### config.mk
export PLATFORM = sky130hd
export DESIGN_NAME = wait_ready_gen
export DESIGN_NICKNAME = d
export VERILOG_FILES = /design/src/rtl/wait_ready_pkg.sv /design/src/rtl/phase_edge_det.sv /design/src/rtl/sel_tap_shift.sv /design/src/rtl/ready_fsm.sv /design/src/rtl/wait_ready_gen.sv
export SDC_FILE = /design/constraint.sdc
export NUM_CORES = 1
export LEC_CHECK = 0
export CELL_PAD_IN_SITES_DETAIL_PLACEMENT = 2
export CELL_PAD_IN_SITES_GLOBAL_PLACEMENT = 2
export CORE_AREA = 4 4 41 43
export DETAILED_ROUTE_END_ITERATION = 6
export DIE_AREA = 0 0 45 47
export DONT_BUFFER_PORTS = 1
export GPL_TIMING_DRIVEN = 0
export PLACE_DENSITY = 0.42
export SLEW_MARGIN = 20
export SYNTH_ARGS = -nofsm -noshare
export SYNTH_HDL_FRONTEND = slang
export SYNTH_SLANG_ARGS = --single-unit
export TNS_END_PERCENT = 30
### constraint.sdc
create_clock -name clk -period 1 [get_ports clk]
set_clock_uncertainty 0.2 [all_clocks]
set_input_delay 0.2 -clock clk [delete_from_list [all_inputs] [get_ports clk]]
set_output_delay 0.2 -clock clk [all_outputs]
set_load 0.02 [all_outputs]
### src/rtl/wait_ready_pkg.sv
package wait_ready_pkg;

    typedef enum logic [1:0] {
        ST_IDLE    = 2'd0,
        ST_STRETCH = 2'd1,
        ST_HELD    = 2'd2
    } access_state_e;

endpackage

### src/rtl/phase_edge_det.sv
module phase_edge_det (
    input  logic clk,
    input  logic rst_n,
    input  logic phase_i,
    output logic rise_o
);

    logic phase_q;

    // Reset to high so that a phase already high at release is not an edge.
    always_ff @(posedge clk) begin
        if (!rst_n) begin
            phase_q <= 1'b1;
        end else begin
            phase_q <= phase_i;
        end
    end

    always_comb begin
        rise_o = phase_i & ~phase_q;
    end

endmodule

### src/rtl/sel_tap_shift.sv
module sel_tap_shift #(
    parameter int WAIT_CYCLES = 1
) (
    input  logic clk,
    input  logic rst_n,
    input  logic shift_i,
    input  logic sel_n_i,
    output logic wait_req_o
);

    localparam int DEPTH = WAIT_CYCLES + 1;

    logic [DEPTH-1:0] taps_q;

    // Stage 0 takes the live select; each later stage takes its predecessor.
    generate
        for (genvar g = 0; g < DEPTH; g++) begin : g_stage
            always_ff @(posedge clk) begin
                if (!rst_n) begin
                    taps_q[g] <= 1'b1;
                end else if (shift_i) begin
                    if (g == 0) begin
                        taps_q[g] <= sel_n_i;
                    end else begin
                        taps_q[g] <= taps_q[(g > 0) ? g - 1 : 0];
                    end
                end
            end
        end
    endgenerate

    // Newest sample active, the chosen older sample inactive.
    always_comb begin
        wait_req_o = ~taps_q[0] & taps_q[DEPTH-1];
    end

endmodule

### src/rtl/ready_fsm.sv
module ready_fsm
    import wait_ready_pkg::*;
#(
    parameter int WAIT_CYCLES = 1
) (
    input  logic clk,
    input  logic rst_n,
    input  logic rise_i,
    input  logic phase_i,
    input  logic sel_n_i,
    output logic rdy_o,
    output logic newsel_n_o
);

    localparam int CW = (WAIT_CYCLES > 1) ? $clog2(WAIT_CYCLES) : 1;
    localparam logic [CW-1:0] CNT_LOAD = CW'(WAIT_CYCLES - 1);

    access_state_e state_q, state_d;
    logic [CW-1:0] cnt_q, cnt_d;

    // Next state, evaluated only on a sampling edge.
    always_comb begin
        state_d = state_q;
        cnt_d   = cnt_q;
        if (rise_i) begin
            unique case (state_q)
                ST_IDLE: begin
                    if (!sel_n_i) begin
                        state_d = ST_STRETCH;
                        cnt_d   = CNT_LOAD;
                    end
                end
                ST_STRETCH: begin
                    if (sel_n_i) begin
                        state_d = ST_IDLE;
                    end else if (cnt_q == '0) begin
                        state_d = ST_HELD;
                    end else begin
                        cnt_d = cnt_q - 1'b1;
                    end
                end
                ST_HELD: begin
                    if (sel_n_i) begin
                        state_d = ST_IDLE;
                    end
                end
                default: begin
                    state_d = ST_IDLE;
                end
            endcase
        end
    end

    // State register.
    always_ff @(posedge clk) begin
        if (!rst_n) begin
            state_q <= ST_IDLE;
            cnt_q   <= '0;
        end else begin
            state_q <= state_d;
            cnt_q   <= cnt_d;
        end
    end

    // Outputs: the select is gated with the live phase, so it is already
    // active before the stretch state releases on the next edge.
    always_comb begin
        rdy_o      = 1'b1;
        newsel_n_o = ~(~sel_n_i & phase_i);
        unique case (state_q)
            ST_STRETCH: begin
                rdy_o      = 1'b0;
                newsel_n_o = 1'b0;
            end
            ST_IDLE, ST_HELD: begin
                rdy_o = 1'b1;
            end
            default: begin
                rdy_o = 1'b1;
            end
        endcase
    end

endmodule

### src/rtl/wait_ready_gen.sv
module wait_ready_gen #(
    parameter int WAIT_CYCLES = 1
) (
    input  logic clk,
    input  logic rst_n,
    input  logic phase_i,
    input  logic sel_n_i,
    output logic rdy_o,
    output logic wait_req_o,
    output logic newsel_n_o
);

    logic phase_rise;

    phase_edge_det u_edge (
        .clk     (clk),
        .rst_n   (rst_n),
        .phase_i (phase_i),
        .rise_o  (phase_rise)
    );

    sel_tap_shift #(
        .WAIT_CYCLES (WAIT_CYCLES)
    ) u_taps (
        .clk        (clk),
        .rst_n      (rst_n),
        .shift_i    (phase_rise),
        .sel_n_i    (sel_n_i),
        .wait_req_o (wait_req_o)
    );

    ready_fsm #(
        .WAIT_CYCLES (WAIT_CYCLES)
    ) u_fsm (
        .clk        (clk),
        .rst_n      (rst_n),
        .rise_i     (phase_rise),
        .phase_i    (phase_i),
        .sel_n_i    (sel_n_i),
        .rdy_o      (rdy_o),
        .newsel_n_o (newsel_n_o)
    );

endmodule

==> key figures, run 1 <==
Routing
  • WL/cell: about 12 µm
  • Drt total wl: 571 µm
  • Initial DRC count: 1
  • DRC: 0
  • DRT antenna net count: 0
  • Drt first pass iters: 2
  • DR top layer: met3
  • Routed wl met3: between 40 and 50 µm
  • Routed vias/inst: 4.17
  • Routed met2 length: 235 µm
  • Total number of vias: 196
  • Metal-1 WL: 294 µm

Yosys
  • Cells after Synth: 24
  • Post-synth top area share: between 40% and 50%
  • Area leader, netlist: dfxtp_1
  • Yosys reg bits: 5
  • Most frequent cells after synthesis: dfxtp_1 (5), inv_1 (2), nand2_1 (2), nor2_1 (2), o21ai_1 (2)
  • Syn nets: 28
  • Register area share after synthesis: 44.7%
  • Area of the mapped netlist: about 220 µm²
  • Yosys Warn Count: 0
  • Area contributors post-synth: dfxtp_1 (45%), nor2b_4 (6.1%), nor3b_2 (5.6%)
  • Ys flop type: dfxtp_1
  • Count leader, synth: dfxtp_1
  • Post-synth EDFFs: 0
  • Netlist cell types: 16
  • Post-synth ARST share: 0%
  • Avg Cell Area, Syn: around 9.3 µm²

Worst setup path
  • WP data arrival: 990 ps
  • CP required: around 600 ps
  • Critical path class: reg2out
  • Critical Path Start Type: register
  • Nature of the critical path endpoint: output port
  • CP peak stage delay: 320 ps
  • Crit-path slowest cell: dfxtp_2
  • Crit path max fanout: 3
  • CP Cell Sequence: and2b_2, a21oi_4

Timing
  • WHS: -56.1 ps
  • Achievable clock frequency: 722 MHz
  • Slew headroom: 83.5%
  • Final Max Tran Viols: 0
  • Setup ws final: -386 ps
  • Hold Vio Cnt, Final: 3
  • RSZ-0062 raised after global routing: true
  • Final setup violation count: 6
  • Tmin final: roughly 1400 ps
  • Aggregate negative setup slack: -1200 ps
  • Final worst-path cycle share: 139%
  • Worst-Margin Slew: 247 ps

Placement
  • Number of port buffers: 0
  • Placed inst area: 254 µm²
  • Post-DP HPWL: roughly 390 µm
  • GPL Wtd Cong: 0.567

Layout
  • Final instance area: 345 µm²
  • P&R area growth vs syn: 54.2%
  • Layout Nets: 37
  • Layout cell share with drive strength beyond 1: 53.1%
  • ANT cells: 0

Clocking
  • Clk root buf: clkbuf_4
  • TritonCTS Sinks: 5
  • Clock Path Buffers: 2
  • CTS clock-pin slew for the worst setup and hold paths: 40 ps
  • TritonCTS clock tree: yes
  • Num CTS Buffers: 3
  • Clock insertion delay at the later pin of the skew report: 230 ps
  • Hold Buf Count CTS: 2
  • H-Tree Depth: 1

Global routing
  • Vias in the first global route: 179
  • Gr ovfl total: 0
  • Largest net degree at the start of global routing: 7
  • Initial antenna violation count: 0
  • Tot GR Track Use: between 6 and 7%
  • Global-route wire length before repair: 890 µm

Die
  • Chip Height: 47 µm
  • Site Rows: 13
  • Initial Utilization: 17.2%
  • I/O pins: 7
  • Die area: 0.00212 mm²
  • Core box area: 0.00130 mm²
  • Die width: 45 µm

Run status
  • Failing checks: hold timing, setup timing
  • Status: complete, but fails checks

Worst hold path
  • HP Class: in2reg

Pwr
  • Pleak: 0.144 nW
  • Pwr dens: 1420 mW/mm²
  • Maximum VDD drop: 0.000416 V
  • Final Power: a little under 0.5 mW

Run
  • Max Cap Viol: 0
kinds of logic after synthesis:
family          after synthesis  share of synthesized area (%)
buf+inv                       2                           3.35
simple gates                 11                           32.4
compound gates                5                           15.1
mux                           1                           4.47
flops                         5                           44.7
sequential cells by signal (all words and copies together), names as in the netlist:
register / cells
u_edge.phase_q: 1
u_fsm.state_q: 2
u_taps.taps_q: 2
placed cells by master (no fill, tap or decap), drive strengths merged:
cell / n
o21ai: 3
nor2: 2
nor2b: 2
nand2: 2
inv: 2
and2: 1
and2b: 1
mux2i: 1
a21oi: 1
nor3b: 1
nand3: 1
dlymetal6s4s: 1
clkbuf: 4
a32o: 1
dfxtp: 5
nand2b: 1
buf: 2
dlygate4sd3: 1
path summary, 6_finish.rpt:
check	startpoint	end	slack (ps)	depth (start not counted)
hold / removal	sel_n_i	u_taps.taps_q[0]	-60	2
setup reg to reg	u_fsm.state_q[1]	u_fsm.state_q[1]	-150	4
setup / recovery	u_fsm.state_q[1]	newsel_n_o	-390	2
hold reg to reg	u_taps.taps_q[1]	u_taps.taps_q[1]	260	2
final cells by class:
| cell class | count | area (µm²) |
|---|---|---|
| clock buffers | 4 | 26.3 |
| fillers | 163 | 956 |
| inverters | 2 | 7.51 |
| multi-input cells | 17 | 145 |
| flip-flops and latches | 5 | 106 |
| well taps | 15 | 18.8 |
| repair buffers | 4 | 41.3 |
layer usage:
layer / GRT usage, % / vias up
li1: - / 96
met1: 9.11 / 94
met2: 7.06 / 6
met3: 3.45 / 0
met4: 5.26 / 0
met5: 0 / -
stage by stage:
stage	instances	hold WS [ps]	utilization, %	setup WS [ps]
CTS	46	-56.9	25.3	-396
floorplan	24	61.9	-	-105
global route	47	-58.0	26.5	-423
finish	47	-56.1	26.5	-386
global placement	39	65.6	19.5	-136
detailed placement	39	68.0	19.5	-161
power breakdown:
group	internal [mW]	switching [mW]	total, mW
sequential	0.206	0.00681	0.213
clock	0.151	0.0799	0.231
combinational	0.0230	0.0230	0.0460
total	0.380	0.110	0.490
timing repair:
action                     CTS  global route
pin swaps                    2             1
setup buffers                1             1
setup endpoints to repair    7             8
hold endpoints to repair     5             3
gates resized for setup      9             3
critical path, delay by kind of cell, from the launching register on:
kind	cells	cell delay, ps
flip-flops	1	320
AND/OR/NAND/NOR	1	240
AO/OA/AOI/OAI	1	190
(Power assumes the default switching activity.)
==> run 2, diff against run 1 <==
- CORE_AREA: 4 4 41 43 -> 2 2 39 41
- DIE_AREA: 0 0 45 47 -> 0 0 41 43
- GPL_TIMING_DRIVEN: 0 -> unset
==> run 2 against run 1 <==
The run still ends with hold timing, setup timing left. Count of clock-buffer cells in the layout did not move. Routed wire length rose by 4.2%. Final cell count rose by 8.5%. Register-to-register slack improved by 40 ps.
==> key figures, run 2 (synthesis gave the netlist of run 1 again) <==
Run status
  • Status: complete, but fails checks
  • Failing checks: hold timing, setup timing

Pwr
  • P_int: 0.385 mW (+1.4%)
  • Maximum VDD drop: 0.000320 V (-23%)
  • Logic pwr share: 10.8% (+1.4 points)
  • Clock power share: 46.9% (-0.2 points)
  • Pwr dens: 1410 mW/mm² (-0.55%)
  • Seq pwr share: 42.3% (-1.2 points)
  • Net Sw Frac: 22.8% (+0.43 points)
  • Sw Pwr: 0.114 mW (+3.9%)
  • Pleak: 0.149 nW (+2.9%)

Routing
  • Initial DRC count: 0 (-1)
  • DRT antenna net count: 0 (unchanged)
  • Routed vias/inst: 4.10 (-1.7%)
  • Drt total wl: 595 µm (+4.2%)
  • WL/cell: 11.7 µm (-4.0%)
  • Drt first pass iters: 1 (-1)
  • Total number of vias: 209 (+6.6%)
  • DRC: 0 (unchanged)

Placement
  • Number of port buffers: 0 (unchanged)
  • Placed inst area: 293 µm² (+15%)
  • Post-DP HPWL: 436 µm (+12%)
  • Placed cell count: 45 (+15%)
  • GPL Wtd Cong: 0.596 (+5.2%)

Timing
  • Worst-Margin Slew: 232 ps (-14.4 ps)
  • Setup ws final: -380 ps (+5.22 ps)
  • Tmin final: 1380 ps (-5.22 ps)
  • Slew headroom: 84.5% (+0.96 points)
  • Final worst-path cycle share: 138% (-0.52 points)
  • Hold Vio Cnt, Final: 3 (unchanged)
  • WHS: -59.2 ps (-3.14 ps)
  • RSZ-0062 raised after global routing: true
  • Final Max Tran Viols: 0 (unchanged)
  • Achievable clock frequency: 724 MHz (+0.38%)
  • Final setup violation count: 7 (+1)

Worst setup path
  • Critical path class: reg2out
  • Nature of the critical path endpoint: output port
  • Crit path max fanout: 3 (unchanged)
  • Critical Path Start Type: register
  • CP required: 600 ps (about the same)
  • R2R cell count: 2 (-2)
  • WP data arrival: 980 ps (about the same)

Die
  • Core box area: 0.00138 mm² (+6.3%)
  • Site Rows: 14 (+1)
  • Die area: 0.00176 mm² (-17%)
  • Chip Height: 43 µm (-8.5%)
  • Initial Utilization: 16.2% (-1.0 points)
  • Die width: 41 µm (-8.9%)
  • I/O pins: 7 (unchanged)

Clocking
  • TritonCTS Sinks: 5 (unchanged)
  • TritonCTS clock tree: yes
  • Clk root buf: clkbuf_4
  • Clock Path Buffers: 2 (unchanged)
  • Clock insertion delay at the later pin of the skew report: 240 ps (about the same)
  • CTS clock-pin slew for the worst setup and hold paths: 40 ps (about the same)
  • Num CTS Buffers: 3 (unchanged)
  • Hold Buf Count CTS: 2 (unchanged)
  • H-Tree Depth: 1 (unchanged)

Run
  • Max Cap Viol: 0 (unchanged)

Layout
  • Top flop regs: u_fsm.state_q (2), u_taps.taps_q (2), u_edge.phase_q (1)
  • Final instance area: 354 µm² (+2.5%)
  • Most frequent cells in the layout: buf_4 (5), dfxtp_2 (4), clkbuf_4 (3)
  • Post-Layout Cell Count: 51 (+8.5%)
  • ANT cells: 0 (unchanged)
  • Most common cell after layout, fill and taps aside: buf_4
  • Layout cell share with drive strength beyond 1: 48.6% (-4.6 points)
  • P&R area growth vs syn: 58.1%
  • Fill cells: 161 (-1.2%)
  • Layout Nets: 40 (+8.1%)

Global routing
  • Initial antenna violation count: 0 (unchanged)
  • Vias in the first global route: 221 (+23%)
  • Tot GR Track Use: 8.94% (+2.4 points)
  • Global-route wire length before repair: 917 µm (+3.0%)
  • Largest net degree at the start of global routing: 7 (unchanged)
  • Gr ovfl total: 0 (unchanged)

Worst hold path
  • HP Class: in2reg
  • Min-Delay Path Depth: 2 (unchanged)
-- run 2: cell types whose count changed in the layout (fill, tap and decap cells not counted) --
cell	change
dfxtp_1	+1
nor2b_4	-1
and2_4	-1
nor2b_1	+1
buf_6	-1
dfxtp_2	-1
buf_4	+4
and2_1	+1
-- run 2: critical path: stages, from the launching register on --
cell	delay (ps)
dfxtp_2	310
and2b_2	240
a21oi_4	190
-- run 2: per-stage QoR --
stage	utilization (%)	total power, mW	setup TNS, ps	worst slack, ps
floorplan	-	0.243	-313	-105
global placement	21.2	0.255	-422	-111
detailed placement	21.2	0.256	-574	-133
CTS	24.7	0.513	-1450	-398
global route	25.6	0.527	-1570	-422
finish	25.6	0.499	-1250	-380
-- run 2: final timing paths --
kind	start	endpoint	slack [ps]
worst max register to register	u_fsm.state_q[1]	u_fsm.state_q[1]	-110
worst min-delay path	sel_n_i	u_taps.taps_q[0]	-60
worst max-delay path	u_fsm.state_q[1]	newsel_n_o	-380
worst min register to register	u_taps.taps_q[1]	u_taps.taps_q[1]	250
-- run 2: power groups by stage --
stage	registers, mW	clock network (mW)	logic [mW]
3_5_place_dp	0.213	0	0.0428
3_3_place_gp	0.213	0	0.0417
5_1_grt	0.211	0.257	0.0589
6_report	0.211	0.234	0.0541
2_1_floorplan	0.213	0	0.0296
4_1_cts	0.210	0.250	0.0531
-- run 2: per-layer routing --
metal | global-route usage, % | up-vias | part of all wire, %
met2 | 12.8 | 6 | 54
met4 | 10.0 | 0 | 0
li1 | - | 101 | -
met1 | 8.39 | 102 | 41
met5 | 0 | - | 0
met3 | 3.66 | 0 | 5.4
-- run 2: repair_timing --
action	4_1_cts	5_1_grt
endpoints found under the hold margin	5	2
setup endpoints to repair	7	8
gates resized for setup	2	5
buffers inserted	0	0
pin swaps	1	0
-- run 2: area by class of cell --
class	count	area, µm²	area share [%]
inverter	2	7.51	2.12
sequential	5	105	29.7
multi-input combinational	17	135	38.2
timing repair buffer	7	60.1	17.0
clock buffer	4	26.3	7.42
tap	16	20.0	5.65
